==> config.mk <==
export PLATFORM = sky130hd
export DESIGN_NAME = shift16_flags
export DESIGN_NICKNAME = d
export VERILOG_FILES = /design/src/rtl/shift16_flags.sv
export SDC_FILE = /design/constraint.sdc
export NUM_CORES = 1
export LEC_CHECK = 0
export BUFFER_PORTS_ARGS = -buffer_cell sky130_fd_sc_hd__buf_2
export CAP_MARGIN = 20
export CORE_MARGIN = 10
export CORE_UTILIZATION = 55
export DETAILED_ROUTE_END_ITERATION = 8
export GPL_ROUTABILITY_DRIVEN = 0
export GPL_TIMING_DRIVEN = 0
export PLACE_DENSITY = 0.91
export SETUP_SLACK_MARGIN = 0.2
export SLEW_MARGIN = 20
export SYNTH_ARGS = -nofsm -noshare
export SYNTH_HDL_FRONTEND = slang
export SYNTH_SLANG_ARGS = --single-unit
==> constraint.sdc <==
create_clock -name vclk -period 4.2
set_input_delay 0.63 -clock vclk [all_inputs]
set_output_delay 0.63 -clock vclk [all_outputs]
set_load 0.005 [all_outputs]
==> src/rtl/shift16_flags.sv <==
module shift16_flags #(
  parameter int W  = 16,
  parameter int CW = 5
) (
  input  logic [W-1:0] opnd,
  input  logic [7:0]   cnt_raw,
  input  logic [1:0]   op_sel,
  input  logic [5:0]   flags_in,
  output logic [W-1:0] result,
  output logic         wr_en,
  output logic [5:0]   flags_out
);
  localparam int DW = 2 * W;
  localparam logic [1:0] OP_SHL = 2'b00;
  localparam logic [1:0] OP_SHR = 2'b01;
  localparam logic [1:0] OP_SAR = 2'b10;

  logic [CW-1:0] cnt;
  logic [DW-1:0] lft, rgt, ars;
  logic [W-1:0]  res;
  logic          cf, of, act;

  assign cnt = cnt_raw[CW-1:0];
  assign act = (cnt != '0) && (op_sel != 2'b11);

  assign lft = {{W{1'b0}}, opnd} << cnt;
  assign rgt = {opnd, {W{1'b0}}} >> cnt;
  assign ars = $signed({opnd, {W{1'b0}}}) >>> cnt;

  always_comb begin
    res = opnd;
    cf  = 1'b0;
    of  = 1'b0;
    case (op_sel)
      OP_SHL: begin
        res = lft[W-1:0];
        cf  = lft[W];
        of  = lft[W] ^ lft[W-1];
      end
      OP_SHR: begin
        res = rgt[DW-1:W];
        cf  = rgt[W-1];
        of  = rgt[DW-1] ^ rgt[DW-2];
      end
      OP_SAR: begin
        res = ars[DW-1:W];
        cf  = ars[W-1];
      end
      default: ;
    endcase
  end

  assign result    = act ? res : opnd;
  assign wr_en     = act;
  assign flags_out = act ? {of, res[W-1], res == '0, 1'b0, ~^res[7:0], cf} : flags_in;

  always_comb begin
    if (!act) AST_IDLE_PASSTHRU: assert (!wr_en && result == opnd && flags_out == flags_in);
    if (op_sel == OP_SHL && cnt > CW'(W)) AST_WIDE_LEFT_CLEARS: assert (result == '0 && flags_out[0] == 1'b0 && flags_out[5] == 1'b0);
    if (act && op_sel == OP_SHR) AST_SHR_TOP_ZERO: assert (result[W-1] == 1'b0);
    if (act && op_sel == OP_SAR) AST_SAR_KEEPS_SIGN: assert (result[W-1] == opnd[W-1] && flags_out[5] == 1'b0);
    if (act) AST_AUX_CLEAR: assert (flags_out[2] == 1'b0 && wr_en);
    if (op_sel == 2'b11) AST_SPARE_OP_IDLE: assert (!wr_en);
  end
endmodule

# Yosys cells after proc, flatten, opt, wreduce, memory -nomap -nowiden
# Index checks and enable logic that the tools add are counted.
[totals]
inputBits = 32
wordCells = 18
ff_bits = 0
[op_classes]
eq_ne = 3
shifts = 3
reduce_logical = 5
n_bitwise = 2
n_mux = 5
[ops]
columns = ["cell", "n"]
rows = [
  ["case mux 16 bit (3 select lines)", 1],
  [">> shifter 32 x 5 -> 32 bit", 1],
  [">>> shifter 32 x 5 -> 32 bit", 1],
  ["left shift 16 x 5 -> 17 bit", 1],
  ["zero test 16 bit", 1],
  ["two-way mux 16 bit", 1],
  ["XNOR reduction 8 bit", 1],
  ["two-way mux 6 bit", 1],
  ["nonzero test 5 bit", 1],
  ["case mux 1 bit (3 select lines)", 1],
  ["equality test 2 x 1 -> 1 bit (second input constant)", 1],
  ["equality test 2 bit (second input constant)", 1],
  ["zero test 2 bit", 1],
  ["inequality test 2 bit (second input constant)", 1],
  ["case mux 1 bit (2 select lines)", 1],
  ["XOR 1 bit", 2],
  ["logical AND 1 bit", 1],
]

# Depth between registers and ports, before layout
# Gate-level depths: netlist (run 1).
[logic_depth]
word_depth = 4
ltp_mapped = 13
ltp_nobuf = 11

# Worst setup path after synthesis (run 1)
# Ideal clock, no wire load.
[synth_path]
path_type = "input port to output port"
start = "input cnt_raw[0]"
end = "output flags_out[3]"
arrival_time_ns = 3.215
cell_stages = 12
setup_slack_ns = 0.355
cell_sequence = "buf_6 buf_4 mux4_2 mux2_2 a21oi_1 o21bai_1 a222oi_1 or2_1 ha_1 nand4_1 or3_1 o31ai_2"
[synth_between]
elab_chain_len = 4
word_cells_on_any_way = 8
[synth_lines]
columns = ["item", "line_no", "rtl"]
rows = [
  ["from (decl)", "6", "input logic [7:0] cnt_raw,"],
  [">>> shifter 32 x 5 -> 32 bit, or another cell as far along", "28", "assign ars = $signed({opnd, {W{1'b0}}}) >>> cnt;"],
  ["case mux 16 bit (3 select lines)", "34", "case (op_sel)"],
  ["zero test 16 bit", "55", "assign flags_out = act ? {of, res[W-1], res == '0, 1'b0, ~^res[7:0], cf} : flags_in;"],
  ["two-way mux 6 bit *", "55", ""],
  ["to (decl)", "11", "output logic [5:0] flags_out"],
]
# Mark *: on every way between the ends. The rest lies on a longest branch, timed or not.

# Worst setup path in the final report (run 1)
# Ends and elaborated chain as after synthesis.

==> out/metrics.cfg, run 1 <==
[outcome]
status = complete, no violations

[floorplanning]
ios = 55
die_area_um2 = 7270
core_area_um2 = 4060
die_x_um = 85.3
fp-row-count = 23
die_y_um = 85.3
start_util_pct = 57.8

[timing]
rsz0062_at_grt = true
hold_violations = 0
timing.fmax_ghz = 0.243
setup_viol_count_final = 0
min_period_over_period_pct = 98.1
relSlewSlack_pct = 59.1
slew_viol_final = 0
worst_pin_slew_ns = 0.611
setup_slack_ns = 0.0786
min_period_ns = 4.12

[clock_network]
postCtsHoldBufs = 0

[logic_synthesis]
netlist.area_leader.share_pct = 19.2
yosysWarnings = 0
syn_area_um2 = 2340
yosysMostFrequentCell = nand2_1
synthTopCellsByCount = 29 x nand2_1, 26 x nor2_1, 20 x mux4_2, 19 x clkbuf_1, 16 x mux2i_1
synth_largest_area_cell = mux4_2
post_synth_num_cell_types = 67
syn_inst = 305
ys_seq_area_share_pct = 0
avgSynthCellArea_um2 = 7.68
synth_nets = 341
yosys-top-cells-area = mux4_2 19%, mux2i_1 6.8%, nand2_1 4.6%

[power]
p_leak_nw = 1.25
power.density_nw_per_um2 = 147
irDropWorstVdd_uv = 71.2

[global_routing]
grtUsageTotal_pct = 26.0
antenna_found_initial = 0
overflow = 0
grt_max_degree = 11
grt_first_pass_wirelength_um = 16100
grt_pass1_vias = 3188

[run]
maxCapViolCount = 0

[cells_and_area]
n_clock_buffer = 0
finalInstanceArea_um2 = 2950
multi_input_comb_area_um2 = 2210
area_growth_pct = 25.9
register_area_um2 = 0
drive_above_1_share_pct = 34.0
nFlopsAndLatches = 0
antenna_cells = 0
nFillCells = 293
final_nets = 412

[critical_path]
path_max_fanout = 10
slowest_delay_ns = 0.37
slowest_stage = or3_1
crit_path_end_kind = primary output
cp_data_required_time_ns = 3.57
path_cells = buf_8 -> buf_12 -> buf_4 -> nor4_4 -> nand2_1 -> nand2_2 -> inv_2 -> clkbuf_1 -> nor2_2 -> or2_1 -> ha_1 -> nand4_1 -> or3_1 -> o31ai_2 -> buf_2
arrival_ns = 3.49
crit_buf_inv = 6
path_class = in -> out
cp_top_family = simple AND/OR/NAND/NOR gates
start_kind = input pin

[detailed_routing]
wl_um = 10000
wire_per_inst_um = 23.7
drc = 0
vias = 3268
vias_per_cell = 7.71
drtPass1Iterations = 9
ant_nets = 0
drt_iter0_markers = 694

[placement]
place_ws_ns = -0.191
place_hpwl_um = 7200
port_buffers = 49
placed_area_um2 = 2650

[hold_path]
hp-class = in -> out
holdCritStartpoint = flags_in[3]
hold_end = flags_out[3]
hold_path_depth = 4

-- where the power goes --
part | internal, W | switching, W
clock network | 0 | 0
registers | 0 | 0
logic | 0.000198 | 0.000235
-- metal layers --
metal / global-route usage, % / wire length (um) / vias up
met5: 0 / 0 / -
met4: 12.4 / 643 / 0
met3: 8.80 / 1630 / 99
met2: 39.9 / 4270 / 356
met1: 31.6 / 3490 / 1461
li1: - / - / 1352
-- stage by stage --
stage | utilization, % | hold WS (ns) | total power, W | instances | setup TNS, ns
2_1_floorplan | - | 1.36 | 0.000246 | 305 | 0
3_3_place_gp | 65.3 | 1.53 | 0.000355 | 404 | -0.164
3_5_place_dp | 65.3 | 1.53 | 0.000364 | 404 | -0.260
4_1_cts | 69.5 | 1.53 | 0.000391 | 418 | 0
5_1_grt | 72.7 | 1.56 | 0.000464 | 424 | -0.0322
6_report | 72.7 | 1.53 | 0.000434 | 424 | 0
-- cells in the final DEF, fill, tap and decap left out, drive strengths merged, types with 7 or more instances in the layout --
cell type	count
buf	79
nand2	29
nor2	26
mux4	23
clkbuf	19
mux2i	16
o22ai	12
a21oi	12
inv	12
o21ai	11
mux2	10
nand3	9
a21o	8
nor2b	7
nor3	7
-- cell families after synthesis --
group	Yosys count	share of synthesized area [%]
AO/OA/AOI/OAI	100	31.3
adder cells (fa/ha/maj)	4	2.14
AND/OR/NAND/NOR	105	22.6
multiplexers	49	34.2
buffers and inverters	41	7.53
XOR/XNOR	6	2.24
-- tightest hold or removal path, delay by kind of cell --
family / cells / cell delay (ns)
buffers and inverters: 2 / 0.17
and+or+nand+nor: 1 / 0.05
AOI/OAI and AO/OA: 1 / 0.05
-- what timing repair did --
item	CTS	global route
gates resized for setup	21	28
cloned	0	0
endpoints found under the setup margin	2	3
buffers inserted	14	6
endpoints found under the hold margin	0	0
pin swaps	4	4
-- final cells by class --
cell class | count | share of cell area [%]
multi-input cells | 264 | 75.0
inverters | 12 | 1.53
plain buffers | 29 | 6.11
well taps | 50 | 2.12
repair buffers | 69 | 15.2
-- worst max-delay path by stage --
| stage | endpoint | cells past startpoint | slack [ns] | from |
|---|---|---|---|---|
| 2_1_floorplan | flags_out[3] | 12 | 0.35 | cnt_raw[0] |
| 5_1_grt | flags_out[1] | 14 | -0.02 | cnt_raw[2] |
| 4_1_cts | flags_out[3] | 13 | 0.17 | cnt_raw[0] |
| 3_3_place_gp | flags_out[3] | 14 | -0.16 | cnt_raw[0] |
| 3_5_place_dp | flags_out[3] | 14 | -0.19 | cnt_raw[0] |
| 6_report | flags_out[3] | 15 | 0.08 | cnt_raw[0] |
Power figures use the tool's default switching activity.
==> run 2: changes to the inputs <==
- CORE_UTILIZATION: 55 -> 58
- GPL_TIMING_DRIVEN: 0 -> not set
- PLACE_DENSITY: 0.91 -> 0.95
==> out/metrics.cfg, run 2 (same netlist as run 1, synthesis figures left out) <==
[timing]
relSlewSlack_pct = 57.3  ; was 59.1%
setup_viol_count_final = 0  ; unchanged
min_period_over_period_pct = 93.1  ; was 98.1%
timing.fmax_ghz = 0.256  ; was 0.243 GHz
slew_viol_final = 0  ; unchanged
rsz0062_at_grt = true  ; unchanged
min_period_ns = 3.91  ; was 4.12 ns
setup_slack_ns = 0.288  ; was 0.0786 ns
worst_pin_slew_ns = 0.639  ; was 0.611 ns
hold_violations = 0  ; unchanged
tns_ns = 0  ; unchanged

[cells_and_area]
final_common_cell = buf_2  ; unchanged
drive_above_1_share_pct = 30.9  ; was 34.0%
n_clock_buffer = 0  ; unchanged
final_nets = 384  ; was 412
nFillCells = 306  ; was 293
antenna_cells = 0  ; unchanged
register_area_um2 = 0  ; unchanged
nFlopsAndLatches = 0  ; unchanged
area_growth_pct = 17.8  ; was 25.9%
layout_common_cells = 46 x buf_2, 27 x nand2_1, 26 x nor2_1  ; was 51 x buf_2, 28 x nand2_1, 24 x nor2_1

[critical_path]
cp.depth = 11  ; was 15
path_cells = buf_2 -> mux4_1 -> mux2i_1 -> o22ai_1 -> a222oi_1 -> or2_1 -> ha_1 -> nand4_1 -> or3_1 -> o31ai_2 -> buf_2  ; was buf_8 -> buf_12 -> buf_4 -> nor4_4 -> nand2_1 -> nand2_2 -> inv_2 -> clkbuf_1 -> nor2_2 -> or2_1 -> ha_1 -> nand4_1 -> or3_1 -> o31ai_2 -> buf_2
path_class = in -> out  ; unchanged
slowest_stage = mux4_1  ; was or3_1
cp-startpoint = opnd[6]  ; was cnt_raw[0]
crit_path_end_kind = primary output  ; unchanged
start_kind = input pin  ; unchanged
slowest_delay_ns = 0.58  ; was 0.37 ns
path_max_fanout = 11  ; was 10
critical_path.endpoint = flags_out[3]  ; unchanged
cp_top_family = multiplexers  ; was simple AND/OR/NAND/NOR gates
cp_data_required_time_ns = 3.57  ; about the same
cp_common_cell = buf_2
crit_buf_inv = 2  ; was 6
arrival_ns = 3.28  ; was 3.49 ns

[hold_path]
hp-class = in -> out  ; unchanged
holdCritStartpoint = flags_in[1]  ; was flags_in[3]

[floorplanning]
die_area_um2 = 6980  ; was 7270 um2
core_area_um2 = 3940  ; was 4060 um2
die_x_um = 83.6  ; was 85.3 um
ios = 55  ; unchanged
die_y_um = 83.6  ; was 85.3 um
fp-row-count = 23  ; unchanged
start_util_pct = 59.4  ; was 57.8%

[global_routing]
grt_max_degree = 30  ; was 11
grt_pass1_vias = 2836  ; was 3188
overflow = 0  ; unchanged
grt_first_pass_wirelength_um = 14300  ; was 16100 um
antenna_found_initial = 0  ; unchanged
grtUsageTotal_pct = 23.4  ; was 26.0%

[detailed_routing]
wire_per_inst_um = 22.6  ; was 23.7 um
drc = 34  ; was 0
vias_per_cell = 7.80  ; was 7.71
vias = 3087  ; was 3268
wl_um = 8950  ; was 10000 um
drtPass1Iterations = 9  ; unchanged
ant_nets = 0  ; unchanged
drt_iter0_markers = 781  ; was 694

[placement]
place_hpwl_um = 6460  ; was 7200 um
place_ws_ns = 0.0697  ; was -0.191 ns
port_buffers = 52  ; was 49

[power]
power.density_nw_per_um2 = 143  ; was 147 nW/um2
irDropWorstVdd_uv = 83.3  ; was 71.2 uV
p_leak_nw = 1.15  ; was 1.25 nW

[outcome]
status = finished with violations  ; was complete, no violations
violations = DRC

[run]
maxCapViolCount = 0  ; unchanged

-- run 2: cell types whose count changed in the layout (fill, tap and decap cells not counted), sizes merged --
cell / before / now
clkbuf: 19 / 2
buf: 79 / 68
-- run 2: repair_timing --
action                                  in CTS  in global routing
pin swaps                                    1                  6
gates cloned                                 0                  0
buffers inserted                             1                  1
hold buffers                                 0                  0
endpoints found under the setup margin       1                  2
resized for setup                            5                 23
-- run 2: metal layers --
metal  global-route usage [%]  part of all wire (%)  vias up
met5                        0                     0        -
met4                     8.37                   5.7        0
met3                     7.91                    16       78
met2                     35.8                    42      330
met1                     29.5                    36     1387
li1                         -                     -     1292
-- run 2: worst min-delay path by stage --
stage | to | slack, ns | cells after the start
floorplan | flags_out[3] | 1.36 | 2
global placement | flags_out[1] | 1.53 | 4
detailed placement | flags_out[1] | 1.53 | 4
CTS | flags_out[1] | 1.54 | 4
global route | flags_out[4] | 1.57 | 3
finish | flags_out[1] | 1.53 | 4
-- run 2: layout make-up --
| class | instances | area [um2] | area share, % |
|---|---|---|---|
| multi-input cells | 264 | 2200 | 79.8 |
| well taps | 50 | 62.6 | 2.27 |
| repair buffers | 70 | 447 | 16.2 |
| inverters | 12 | 47.5 | 1.72 |
-- run 2: power by group --
| group | internal (W) | switching (W) |
|---|---|---|
| Combinational | 0.000177 | 0.000217 |
| Sequential | 0 | 0 |
| Clock | 0 | 0 |
-- run 2: per-stage QoR --
step           total power (W)  utilization, %  hold WS, ns  std cells  instance area [um2]
2_1_floorplan         0.000246               -         1.36        305                 2340
4_1_cts               0.000368            68.1         1.54        395                 2680
3_3_place_gp          0.000352            67.3         1.53        394                 2660
3_5_place_dp          0.000362            67.3         1.53        394                 2660
6_report              0.000394            70.0         1.53        396                 2760
5_1_grt               0.000420            70.0         1.57        396                 2760
